$ cat config.mk
export PLATFORM = sky130hd
export DESIGN_NAME = pt_walker
export DESIGN_NICKNAME = d
export VERILOG_FILES = /design/src/rtl/pt_walker_pkg.sv /design/src/rtl/ptw_index_sel.sv /design/src/rtl/ptw_pte_unpack.sv /design/src/rtl/ptw_ctrl.sv /design/src/rtl/pt_walker.sv
export SDC_FILE = /design/constraint.sdc
export NUM_CORES = 1
export LEC_CHECK = 0
export CAP_MARGIN = 20
export CORE_ASPECT_RATIO = 1.2
export CORE_MARGIN = 1
export CORE_UTILIZATION = 56
export CTS_BUF_LIST = sky130_fd_sc_hd__clkbuf_4 sky130_fd_sc_hd__clkbuf_8
export CTS_CLUSTER_SIZE = 25
export DETAILED_ROUTE_END_ITERATION = 7
export DONT_BUFFER_PORTS = 1
export PLACE_DENSITY_LB_ADDON = 0.2
export SYNTH_ARGS = -nofsm -noshare
export SYNTH_HDL_FRONTEND = slang
export SYNTH_SLANG_ARGS = --single-unit
$ cat constraint.sdc
create_clock -name clk -period 3.9 [get_ports clk]
set_input_delay 0.585 -clock clk [delete_from_list [all_inputs] [get_ports clk]]
set_output_delay 0.585 -clock clk [all_outputs]
set_load 0.005 [all_outputs]
$ cat src/rtl/pt_walker_pkg.sv
// Shared types for the page table walker.
package pt_walker_pkg;

    // Walk controller phases.
    typedef enum logic [1:0] {
        WALK_IDLE  = 2'd0,
        WALK_ISSUE = 2'd1,
        WALK_WAIT  = 2'd2,
        WALK_RESP  = 2'd3
    } walk_state_e;

endpackage

$ cat src/rtl/ptw_index_sel.sv
// Entry address generation.
// Picks the table index field of the virtual address for the current level
// and forms base + index * entry size. Also checks that the incoming request
// address has all bits above the translated range clear.
// Assumes: level is always below LEVELS; the base is entry-aligned.
module ptw_index_sel #(
    parameter int VA_W      = 64,
    parameter int OFF_W     = 12,
    parameter int IDX_W     = 9,
    parameter int LEVELS    = 3,
    parameter int PA_W      = 56,
    parameter int ENT_BYTES = 8,
    parameter int LVL_W     = 2
) (
    input  logic [VA_W-1:0]  walk_va,
    input  logic [VA_W-1:0]  new_va,
    input  logic [LVL_W-1:0] level,
    input  logic [PA_W-1:0]  base,
    output logic [PA_W-1:0]  entry_addr,
    output logic             canon_ok
);
    localparam int VA_USED   = OFF_W + LEVELS * IDX_W;
    localparam int ENT_SHIFT = $clog2(ENT_BYTES);

    logic [IDX_W-1:0] idx_arr [LEVELS];
    logic [IDX_W-1:0] idx_sel;
    logic             unused_hi;

    // One index field per level, level 0 lowest above the offset.
    for (genvar g = 0; g < LEVELS; g++) begin : g_idx
        assign idx_arr[g] = walk_va[OFF_W + g*IDX_W +: IDX_W];
    end

    // Select the index field of the active level.
    always_comb begin
        idx_sel = '0;
        for (int i = 0; i < LEVELS; i++) begin
            if (level == LVL_W'(i)) idx_sel = idx_arr[i];
        end
    end

    assign entry_addr = base + ({{(PA_W-IDX_W){1'b0}}, idx_sel} << ENT_SHIFT);
    assign canon_ok   = (new_va[VA_W-1:VA_USED] == '0);
    assign unused_hi  = ^walk_va[VA_W-1:VA_USED];

endmodule

$ cat src/rtl/ptw_pte_unpack.sv
// Page table entry decode.
// Extracts the valid flag and the frame number from a fetched entry and forms
// the byte base address of the page that frame number names.
// Assumes: PA_W equals frame number width plus OFF_W.
module ptw_pte_unpack #(
    parameter int PTE_W  = 64,
    parameter int PPN_LO = 10,
    parameter int PPN_HI = 53,
    parameter int OFF_W  = 12,
    parameter int PA_W   = 56
) (
    input  logic [PTE_W-1:0]               pte,
    output logic                           pte_valid,
    output logic [PPN_HI-PPN_LO:0]         ppn,
    output logic [PA_W-1:0]                page_base
);
    logic unused_bits;

    assign pte_valid   = pte[0];
    assign ppn         = pte[PPN_HI:PPN_LO];
    assign page_base   = {ppn, {OFF_W{1'b0}}};
    assign unused_bits = ^{pte[PTE_W-1:PPN_HI+1], pte[PPN_LO-1:1]};

endmodule

$ cat src/rtl/ptw_ctrl.sv
// Walk sequencing state machine.
// Idle -> issue read -> wait for data -> (issue next | respond) -> idle.
// Produces the handshake outputs and one-cycle strobes that steer the
// datapath registers in the top module.
// Assumes: mem_rsp_valid is only meaningful while a read is outstanding.
module ptw_ctrl
    import pt_walker_pkg::*;
(
    input  logic clk,
    input  logic rst_n,
    input  logic req_valid,
    input  logic canon_ok,
    input  logic mem_req_ready,
    input  logic mem_rsp_valid,
    input  logic pte_valid,
    input  logic at_leaf,
    input  logic rsp_ready,
    output logic req_ready,
    output logic mem_req_valid,
    output logic rsp_valid,
    output logic accept,
    output logic descend,
    output logic done_ok,
    output logic done_fault
);
    walk_state_e state_q, state_d;

    // Next-state and strobe decode.
    always_comb begin
        state_d    = state_q;
        accept     = 1'b0;
        descend    = 1'b0;
        done_ok    = 1'b0;
        done_fault = 1'b0;
        case (state_q)
            WALK_IDLE: begin
                if (req_valid) begin
                    accept  = 1'b1;
                    state_d = canon_ok ? WALK_ISSUE : WALK_RESP;
                end
            end
            WALK_ISSUE: begin
                if (mem_req_ready) state_d = WALK_WAIT;
            end
            WALK_WAIT: begin
                if (mem_rsp_valid) begin
                    if (!pte_valid) begin
                        done_fault = 1'b1;
                        state_d    = WALK_RESP;
                    end else if (at_leaf) begin
                        done_ok = 1'b1;
                        state_d = WALK_RESP;
                    end else begin
                        descend = 1'b1;
                        state_d = WALK_ISSUE;
                    end
                end
            end
            WALK_RESP: begin
                if (rsp_ready) state_d = WALK_IDLE;
            end
            default: state_d = WALK_IDLE;
        endcase
    end

    // State register.
    always_ff @(posedge clk) begin
        if (!rst_n) state_q <= WALK_IDLE;
        else        state_q <= state_d;
    end

    assign req_ready     = (state_q == WALK_IDLE);
    assign mem_req_valid = (state_q == WALK_ISSUE);
    assign rsp_valid     = (state_q == WALK_RESP);

endmodule

$ cat src/rtl/pt_walker.sv
// Three-level page table walker top.
// Accepts one translation at a time, reads one entry per level from the root
// downward, and returns either the joined physical address or a fault.
// Assumes: the memory returns exactly one response per accepted read.
module pt_walker #(
    parameter int VA_W   = 64,
    parameter int OFF_W  = 12,
    parameter int IDX_W  = 9,
    parameter int LEVELS = 3,
    parameter int PTE_W  = 64,
    parameter int PPN_LO = 10,
    parameter int PPN_HI = 53,
    parameter int PA_W   = PPN_HI - PPN_LO + 1 + OFF_W
) (
    input  logic             clk,
    input  logic             rst_n,
    input  logic             req_valid,
    output logic             req_ready,
    input  logic [VA_W-1:0]  req_vaddr,
    input  logic [PA_W-1:0]  req_root,
    output logic             rsp_valid,
    input  logic             rsp_ready,
    output logic [PA_W-1:0]  rsp_paddr,
    output logic             rsp_fault,
    output logic             mem_req_valid,
    input  logic             mem_req_ready,
    output logic [PA_W-1:0]  mem_req_addr,
    input  logic             mem_rsp_valid,
    input  logic [PTE_W-1:0] mem_rsp_data
);
    localparam int LVL_W     = (LEVELS > 1) ? $clog2(LEVELS) : 1;
    localparam int PPN_W     = PPN_HI - PPN_LO + 1;
    localparam int ENT_BYTES = PTE_W / 8;

    logic [VA_W-1:0]  va_q;
    logic [PA_W-1:0]  base_q;
    logic [LVL_W-1:0] level_q;
    logic [PA_W-1:0]  paddr_q;
    logic             fault_q;

    logic             canon_ok;
    logic             pte_valid;
    logic [PPN_W-1:0] leaf_ppn;
    logic [PA_W-1:0]  next_base;
    logic             accept, descend, done_ok, done_fault;
    logic             at_leaf;

    assign at_leaf = (level_q == '0);

    ptw_index_sel #(
        .VA_W(VA_W), .OFF_W(OFF_W), .IDX_W(IDX_W), .LEVELS(LEVELS),
        .PA_W(PA_W), .ENT_BYTES(ENT_BYTES), .LVL_W(LVL_W)
    ) u_idx (
        .walk_va    (va_q),
        .new_va     (req_vaddr),
        .level      (level_q),
        .base       (base_q),
        .entry_addr (mem_req_addr),
        .canon_ok   (canon_ok)
    );

    ptw_pte_unpack #(
        .PTE_W(PTE_W), .PPN_LO(PPN_LO), .PPN_HI(PPN_HI),
        .OFF_W(OFF_W), .PA_W(PA_W)
    ) u_pte (
        .pte       (mem_rsp_data),
        .pte_valid (pte_valid),
        .ppn       (leaf_ppn),
        .page_base (next_base)
    );

    ptw_ctrl u_ctrl (
        .clk           (clk),
        .rst_n         (rst_n),
        .req_valid     (req_valid),
        .canon_ok      (canon_ok),
        .mem_req_ready (mem_req_ready),
        .mem_rsp_valid (mem_rsp_valid),
        .pte_valid     (pte_valid),
        .at_leaf       (at_leaf),
        .rsp_ready     (rsp_ready),
        .req_ready     (req_ready),
        .mem_req_valid (mem_req_valid),
        .rsp_valid     (rsp_valid),
        .accept        (accept),
        .descend       (descend),
        .done_ok       (done_ok),
        .done_fault    (done_fault)
    );

    // Walk datapath: latch request, step down a level, capture result.
    always_ff @(posedge clk) begin
        if (!rst_n) begin
            va_q    <= '0;
            base_q  <= '0;
            level_q <= '0;
            paddr_q <= '0;
            fault_q <= 1'b0;
        end else begin
            if (accept) begin
                va_q    <= req_vaddr;
                base_q  <= req_root;
                level_q <= LVL_W'(LEVELS - 1);
                paddr_q <= '0;
                fault_q <= !canon_ok;
            end
            if (descend) begin
                base_q  <= next_base;
                level_q <= level_q - LVL_W'(1);
            end
            if (done_ok) begin
                paddr_q <= {leaf_ppn, va_q[OFF_W-1:0]};
                fault_q <= 1'b0;
            end
            if (done_fault) begin
                paddr_q <= '0;
                fault_q <= 1'b1;
            end
        end
    end

    assign rsp_paddr = paddr_q;
    assign rsp_fault = fault_q;

endmodule

==> impl_results.md, run 1 <==
- Reg power frac: 0.495
- Clock sink count: 156
- Final setup violation count: 0
- GPL Wtd Cong: 0.813
- Clock power frac: 0.364
- Share of the synthesized area in the top cell type: 0.406
- CTS HTree Levels: 4
- Area Growth Syn to Fin: 13.6%
- IO Pins: 306
- Fmax: 257 MHz
- Die height: 130 µm
- Synth area leaders: dfxtp_1, nand2_1, nand3_1, o211a_1, a21oi_1
- Type of the worst min-delay path: primary input to flop
- Syn. warnings: 0
- Gate power share: 0.141
- Post-synthesis sequential area ratio: 0.406
- Grt met3 use: 0.0942
- Post-synth top cells: nand2_1, dfxtp_1, nand3_1
- Share of cells above drive strength 1: 0.134
- Placed instance area: 7720 µm²
- Synth Area in Adders: 0.0221
- Clock root cell: clkbuf_8
- Most common cell in the netlist: nand2_1
- Average cell area after synthesis: 7.64 µm²
- Worst EP required: 3310 ps
- Die area: 14200 µm²
- CTS tree: built
- Max-Cap Viols: 0
- Critical R2R Launch: u_ctrl.state_q[1]
- Final HPWL DP: 14600 µm
- CP Class: flop to output pin
- Critical path origin: level_q[0]
- Slowest stage cell, crit path: dfxtp_4
- Via/cell ratio: 5.90
- Lkg Pwr: 3.75 nW
- Worst Tran Pin Value: 1070 ps
- CP Launch Type: flop
- Most used DFF post-synth: dfxtp_1
- Gr ovfl total: 0
- Synth area leader: dfxtp_1
- Status: completed
- Vias in the first global route: 6268
- Max-slew violation count: 0
- Wirelength per Cell: 18.6 µm
- Rows: 46
- Largest family of logic cells by synthesized area: simple AND/OR/NAND/NOR gates
- CP Cell Sequence: inv_4 -> ha_4 -> nand2_1 -> nor2_1 -> a21oi_1 -> o21ai_1 -> ha_2 -> inv_2 -> fa_2 -> nor2b_4 -> o311ai_2 -> o21ai_1 -> buf_4 -> nor3b_4 -> buf_12 -> nand4_1 -> xnor2_2
- Final period utilization: 0.996
- Pwr Density: 411 nW/µm²
- Synth Register Bits: 156
- Net Switching: 0.996 mW
- Post-synth design cell area: 7690 µm²
- Filler Cells Inserted: 1153
- Clock latency on the worst-skew pair: 460 ps
- GRT Total Usage: 0.287
- Critical path fanouts, max: 9
- RSZ-0062 raised after global routing: yes
- CTS Buf Count: 17
- Hold path startpoint: mem_rsp_data[35]
- Post-synthesis mux area share: 0.00423
- Internal Power: 2.59 mW
- DR vias: 6852
- Final #Nets: 1183
- Switch share: 0.278
- Unique cell type count in the Yosys netlist: 46
- Number of flops mapped to enable cells by yosys: 0
- Family with the most delay on the worst path: adder cells
- Chip width: 109 µm
- IO buf count: 0
- Antenna Violating Nets Remaining: 0
- Post-Syn Nets: 1209
- Worst setup EP type: output pin
- Max rail drop VDD: 0.263 mV
- DRT iter0 DRCs: 348
- Design Area, Final: 8730 µm²
- Core Box Area: 13300 µm²
- Post-synth ARST share: 0
- Post-Synth Simple-Gate Area: 0.288
- Data arrival, critical path: 3300 ps
- Final Skew: 8.72 ps
- Slew headroom: 0.286
- Clk buf depth: 2
- Initial antenna violation count: 0
- Slowest stage delay, CP: 370 ps
- Drt total wl: 21600 µm
- Met2 Usage GRT: 0.494
- CP bufs+invs: 4
- Starting Density: 0.578
- Synthesized instance count: 1006
- Compound-Gate Fraction of Synth Area: 0.177
- Fin. Hold Viols: 0
- Largest net degree at the start of global routing: 97
- Residual DRC: 0
- Synth Area in XOR/XNOR: 0.0581
- GR Layer Usage met1: 0.329
- Antenna cells: 0
- First-pass GRT wire length: 31500 µm
- Clock transition at path regs: 80 ps
- Min cycle time layout: 3880 ps
- Setup TNS: 0 ps
- 1st-pass router iterations: 6
- Global routing's busiest layer: met2
- Most used cell, CP: o21ai_1
## sequential cells by signal, indices dropped and copies added (netlist names)
| register | cells |
|---|---|
| base_q | 56 |
| level_q | 2 |
| rsp_fault | 1 |
| rsp_paddr | 56 |
| u_ctrl.state_q | 2 |
| va_q | 39 |
## layout by cell type, fill, tap and decap left out, drive strengths merged, types with 2 or more instances in the layout
| cell | Yosys | final |
|---|---|---|
| nor4 | 5 | 5 |
| nor2 | 25 | 25 |
| xor2 | 12 | 12 |
| a21boi | 39 | 39 |
| clkbuf | 59 | 23 |
| and2 | 8 | 8 |
| inv | 6 | 7 |
| nand2 | 292 | 292 |
| and3 | 11 | 11 |
| ha | 12 | 12 |
| nand3 | 125 | 125 |
| mux2 | 2 | 2 |
| a21oi | 85 | 85 |
| bufinv | 0 | 3 |
| buf | 19 | 33 |
| nor3 | 7 | 7 |
| a21o | 5 | 5 |
| clkinvlp | 0 | 2 |
| xnor2 | 39 | 39 |
| dfxtp | 156 | 156 |
| nand4 | 13 | 13 |
| o211a | 45 | 45 |
| clkinv | 0 | 3 |
| o21ai | 17 | 17 |
| nor2b | 6 | 6 |
## power groups by stage
stage                     clock network, mW  registers, mW  logic [mW]
after detailed placement                  0           1.80       0.456
after CTS                              1.32           1.77       0.476
after global placement                    0           1.80       0.448
final                                  1.31           1.77       0.505
after global routing                   1.38           1.79       0.562
after floorplan                           0           1.77       0.380
## worst paths after layout
path | endpoint | slack (ps) | cells after the start
max | mem_req_addr[53] | 20 | 17
min | rsp_paddr[37] | 250 | 2
max reg2reg | rsp_paddr[40] | 1500 | 5
min reg2reg | rsp_paddr[0] | 460 | 2
## area by class of cell
class	instances	area (µm²)	share of cell area
Tap cell	168	210	0.0241
Inverter	6	27.5	0.00315
Clock inverter	9	136	0.0156
Clock buffer	23	292	0.0334
Sequential cell	156	3130	0.358
Timing Repair Buffer	33	300	0.0344
Multi-Input combinational cell	766	4640	0.531
## kinds of logic after synthesis
kind of cell / Yosys count
and+or+nand+nor: 499
AOI/OAI and AO/OA: 200
DFF: 156
buffers and inverters: 84
xor gates and xnor gates: 51
adders and majority gates: 13
muxes: 3
## worst reg2reg max path, stage by stage, from the launching register on
cell and delay [ps]:
dfxtp_1 510, and3b_1 300, nand3_2 710, buf_4 520
nand3_1 110, a21oi_1 100
## per-layer routing
| layer | wire (µm) | part of all wire | vias up |
|---|---|---|---|
| li1 | - | - | 3368 |
| met1 | 8480 | 0.39 | 3202 |
| met2 | 10800 | 0.50 | 240 |
| met3 | 1910 | 0.089 | 42 |
| met4 | 444 | 0.021 | 0 |
| met5 | 0 | 0 | - |
## metrics by stage
step                cells   util  total power, mW  hold slack, ps  worst slack (ps)
floorplan            1006      -             2.15             432               293
global placement     1108  0.581             2.25             437              38.6
detailed placement   1108  0.581             2.26             443              32.7
CTS                  1151  0.626             3.56             228             -13.5
global route         1161  0.657             3.74             231              -194
finish               1161  0.657             3.59             251              15.7
## timing repair
item / in CTS / in global routing
gates resized for setup: 25 / 51
setup buffers: 11 / 9
setup endpoints to repair: 41 / 41
pin swaps: 14 / 18
hold buffers: 0 / 0
Power figures use the tool's default switching activity.
==> run 2: changes to the inputs <==
- CORE_UTILIZATION: 56 -> 30
==> run 2 against run 1 <==
Effect of this change: core utilization shrank 30 points; routed wire length grew 16%; setup slack gained 8.9 ps; die area grew 85%; register-to-register slack gained 130 ps.
==> impl_results.md, run 2 (synthesis results as in run 1) <==
- Final #Nets: 1189 (+0.51%)
- Worst reg-to-reg path cell count: 5 (unchanged)
- Largest net degree at the start of global routing: 91 (-6.2%)
- Via/cell ratio: 5.17 (-12%)
- 1st-pass router iterations: 4 (-2)
- Min cycle time layout: 3880 ps (-8.86 ps)
- Clock sink count: 156 (unchanged)
- Most frequent cells in the layout: nand2_1, dfxtp_1, nand3_1, a21oi_1, o211a_1
- Max rail drop VDD: 0.196 mV (-26%)
- CP Class: flop to output pin
- Share of cells above drive strength 1: 0.143 (+0.00921)
- DRT iter0 DRCs: 325 (-6.6%)
- CTS Buf Count: 17 (unchanged)
- Die area: 26300 µm² (+85%)
- Slowest stage delay, CP: 380 ps (about the same)
- Pwr Density: 399 nW/µm² (-2.7%)
- CP Cell Sequence: inv_4 -> ha_4 -> nand2_1 -> nor2_1 -> a21oi_1 -> o21ai_1 -> ha_2 -> inv_2 -> fa_2 -> nor2b_4 -> o311ai_2 -> o21ai_1 -> buf_4 -> nor3b_4 -> nand4_1 -> xnor2_1 -> buf_4
- Slowest stage cell, crit path: dfxtp_4
- Residual DRC: 0 (unchanged)
- Wirelength per Cell: 19.0 µm (+2.1%)
- GR Layer Usage met1: 0.218 (-0.110)
- CP Launch Type: flop
- Lkg Pwr: 3.69 nW (-1.4%)
- Gr ovfl total: 0 (unchanged)
- Drt total wl: 25200 µm (+16%)
- Worst Tran Pin Value: 1030 ps (-45.8 ps)
- Critical R2R Launch: u_ctrl.state_q[1]
- Final WS setup: 24.5 ps (+8.86 ps)
- Final HPWL DP: 17400 µm (+19%)
- Antenna cells: 0 (unchanged)
- Grt met3 use: 0.0735 (-0.0207)
- Fin. Hold Viols: 0 (unchanged)
- Max-slew violation count: 0 (unchanged)
- Type of the worst min-delay path: primary input to flop
- Antenna Violating Nets Remaining: 0 (unchanged)
- DR vias: 6840 (-0.18%)
- RSZ-0062 raised after global routing: yes
- Global routing's busiest layer: met2
- Chip width: 148 µm (+36%)
- Clock transition at path regs: 100 ps (+20 ps)
- Final setup violation count: 0 (unchanged)
- Met2 Usage GRT: 0.317 (-0.177)
- Hold_buf cts: 0 (unchanged)
- Area of the multi-input gates: 4630 µm² (-0.24%)
- Worst R2R End: rsp_paddr[55]
- Register area: 3130 µm² (unchanged)
- Data arrival, critical path: 3290 ps (about the same)
- Core Box Area: 24900 µm² (+87%)
- Slew headroom: 0.316 (+0.0305)
- Reg2reg setup slack: 1630 ps (+130 ps)
- Hold path depth: 2 (unchanged)
- First-pass GRT wire length: 38100 µm (+21%)
- Status: completed
- Hold path startpoint: mem_rsp_data[24]
- Fmax: 258 MHz (+0.23%)
- Max-Cap Viols: 0 (unchanged)
- Most common cell after layout, fill and taps aside: nand2_1
- Critical path fanouts, max: 4 (-5)
- Rows: 63 (+37%)
- Starting Density: 0.309 (-0.270)
- Clock root cell: clkbuf_8
- IO Pins: 306 (unchanged)
- Die height: 177 µm (+36%)
- IO buf count: 0 (unchanged)
- Final period utilization: 0.994 (-0.00227)
- Filler Cells Inserted: 2698 (+130%)
- GPL Wtd Cong: 0.852 (+4.8%)
- Pre-CTS worst setup slack: 52.3 ps (+19.6 ps)
- Worst EP required: 3310 ps (about the same)
- Initial antenna violation count: 0 (unchanged)
- GRT Total Usage: 0.189 (-0.0979)
- CTS HTree Levels: 4 (unchanged)
- Final Skew: 16.1 ps (+7.43 ps)
- Clock latency on the worst-skew pair: 460 ps (about the same)
- Total chip power: 3.56 mW (-0.59%)
- Area Growth Syn to Fin: 16.1%
- End of the worst hold path: rsp_paddr[26]
- Vias in the first global route: 6660 (+6.3%)
- Clk buf depth: 2 (unchanged)
- CTS tree: built
- Worst setup EP type: output pin
## run 2: cell types whose count changed in the layout (fill, tap and decap cells not counted), moves of 3 or more
cell,before,now
a21oi_1,85,79
a21oi_2,0,5
buf_4,28,33
clkinvlp_4,2,5
o21ai_0,9,6
xnor2_1,15,22
xnor2_2,23,17
## run 2: final cells by class
cell class	instances	share of cell area
Sequential cell	156	0.350
Multi-Input combinational cell	766	0.519
Inverter	6	0.00308
Timing Repair Buffer	39	0.0373
Clock buffer	22	0.0318
Clock inverter	10	0.0130
Tap cell	325	0.0456
## run 2: stage by stage
step / std cells / hold slack (ps) / instance area, µm² / utilization / TNS [ps]
3_5_place_dp: 1275 / 443 / 8000 / 0.321 / 0
5_1_grt: 1324 / 193 / 8920 / 0.358 / -2920
6_report: 1324 / 244 / 8920 / 0.358 / 0
3_3_place_gp: 1275 / 439 / 8000 / 0.321 / 0
2_1_floorplan: 1006 / 432 / 7690 / - / 0
4_1_cts: 1320 / 188 / 8700 / 0.349 / -261
## run 2: layer usage
metal / wire length (µm) / part of all wire
met1: 10100 / 0.40
met2: 12600 / 0.50
met3: 2040 / 0.081
met4: 462 / 0.018
met5: 0 / 0
## run 2: worst max path at each step
stage                     from               end  slack (ps)
floorplan           level_q[1]  mem_req_addr[53]         290
global placement    level_q[1]  mem_req_addr[47]          70
global route        level_q[1]  mem_req_addr[55]        -240
CTS                 level_q[0]  mem_req_addr[47]         -70
finish              level_q[0]  mem_req_addr[53]          20
detailed placement  level_q[0]  mem_req_addr[47]          50
## run 2: timing repair
item / in CTS / in global routing
resized for setup: 50 / 36
pin swaps: 22 / 19
buffers inserted: 13 / 4
endpoints found under the setup margin: 43 / 41
gates cloned: 0 / 0
## run 2: where the power goes
group | switching (mW) | leakage [nW] | internal, mW | total, mW
Clock | 0.644 | 0.191 | 0.622 | 1.27
Combinational | 0.308 | 2.23 | 0.214 | 0.522
Sequential | 0.0932 | 1.27 | 1.68 | 1.78
## run 2: critical path: cells and delay by family, from the launching register on
family / cells / cell delay [ps]
flip-flops: 1 / 380
AND/OR/NAND/NOR: 5 / 690
adder cells (fa/ha/maj): 3 / 700
XOR/XNOR: 1 / 240
buffers and inverters: 4 / 390
AO/OA/AOI/OAI: 4 / 450
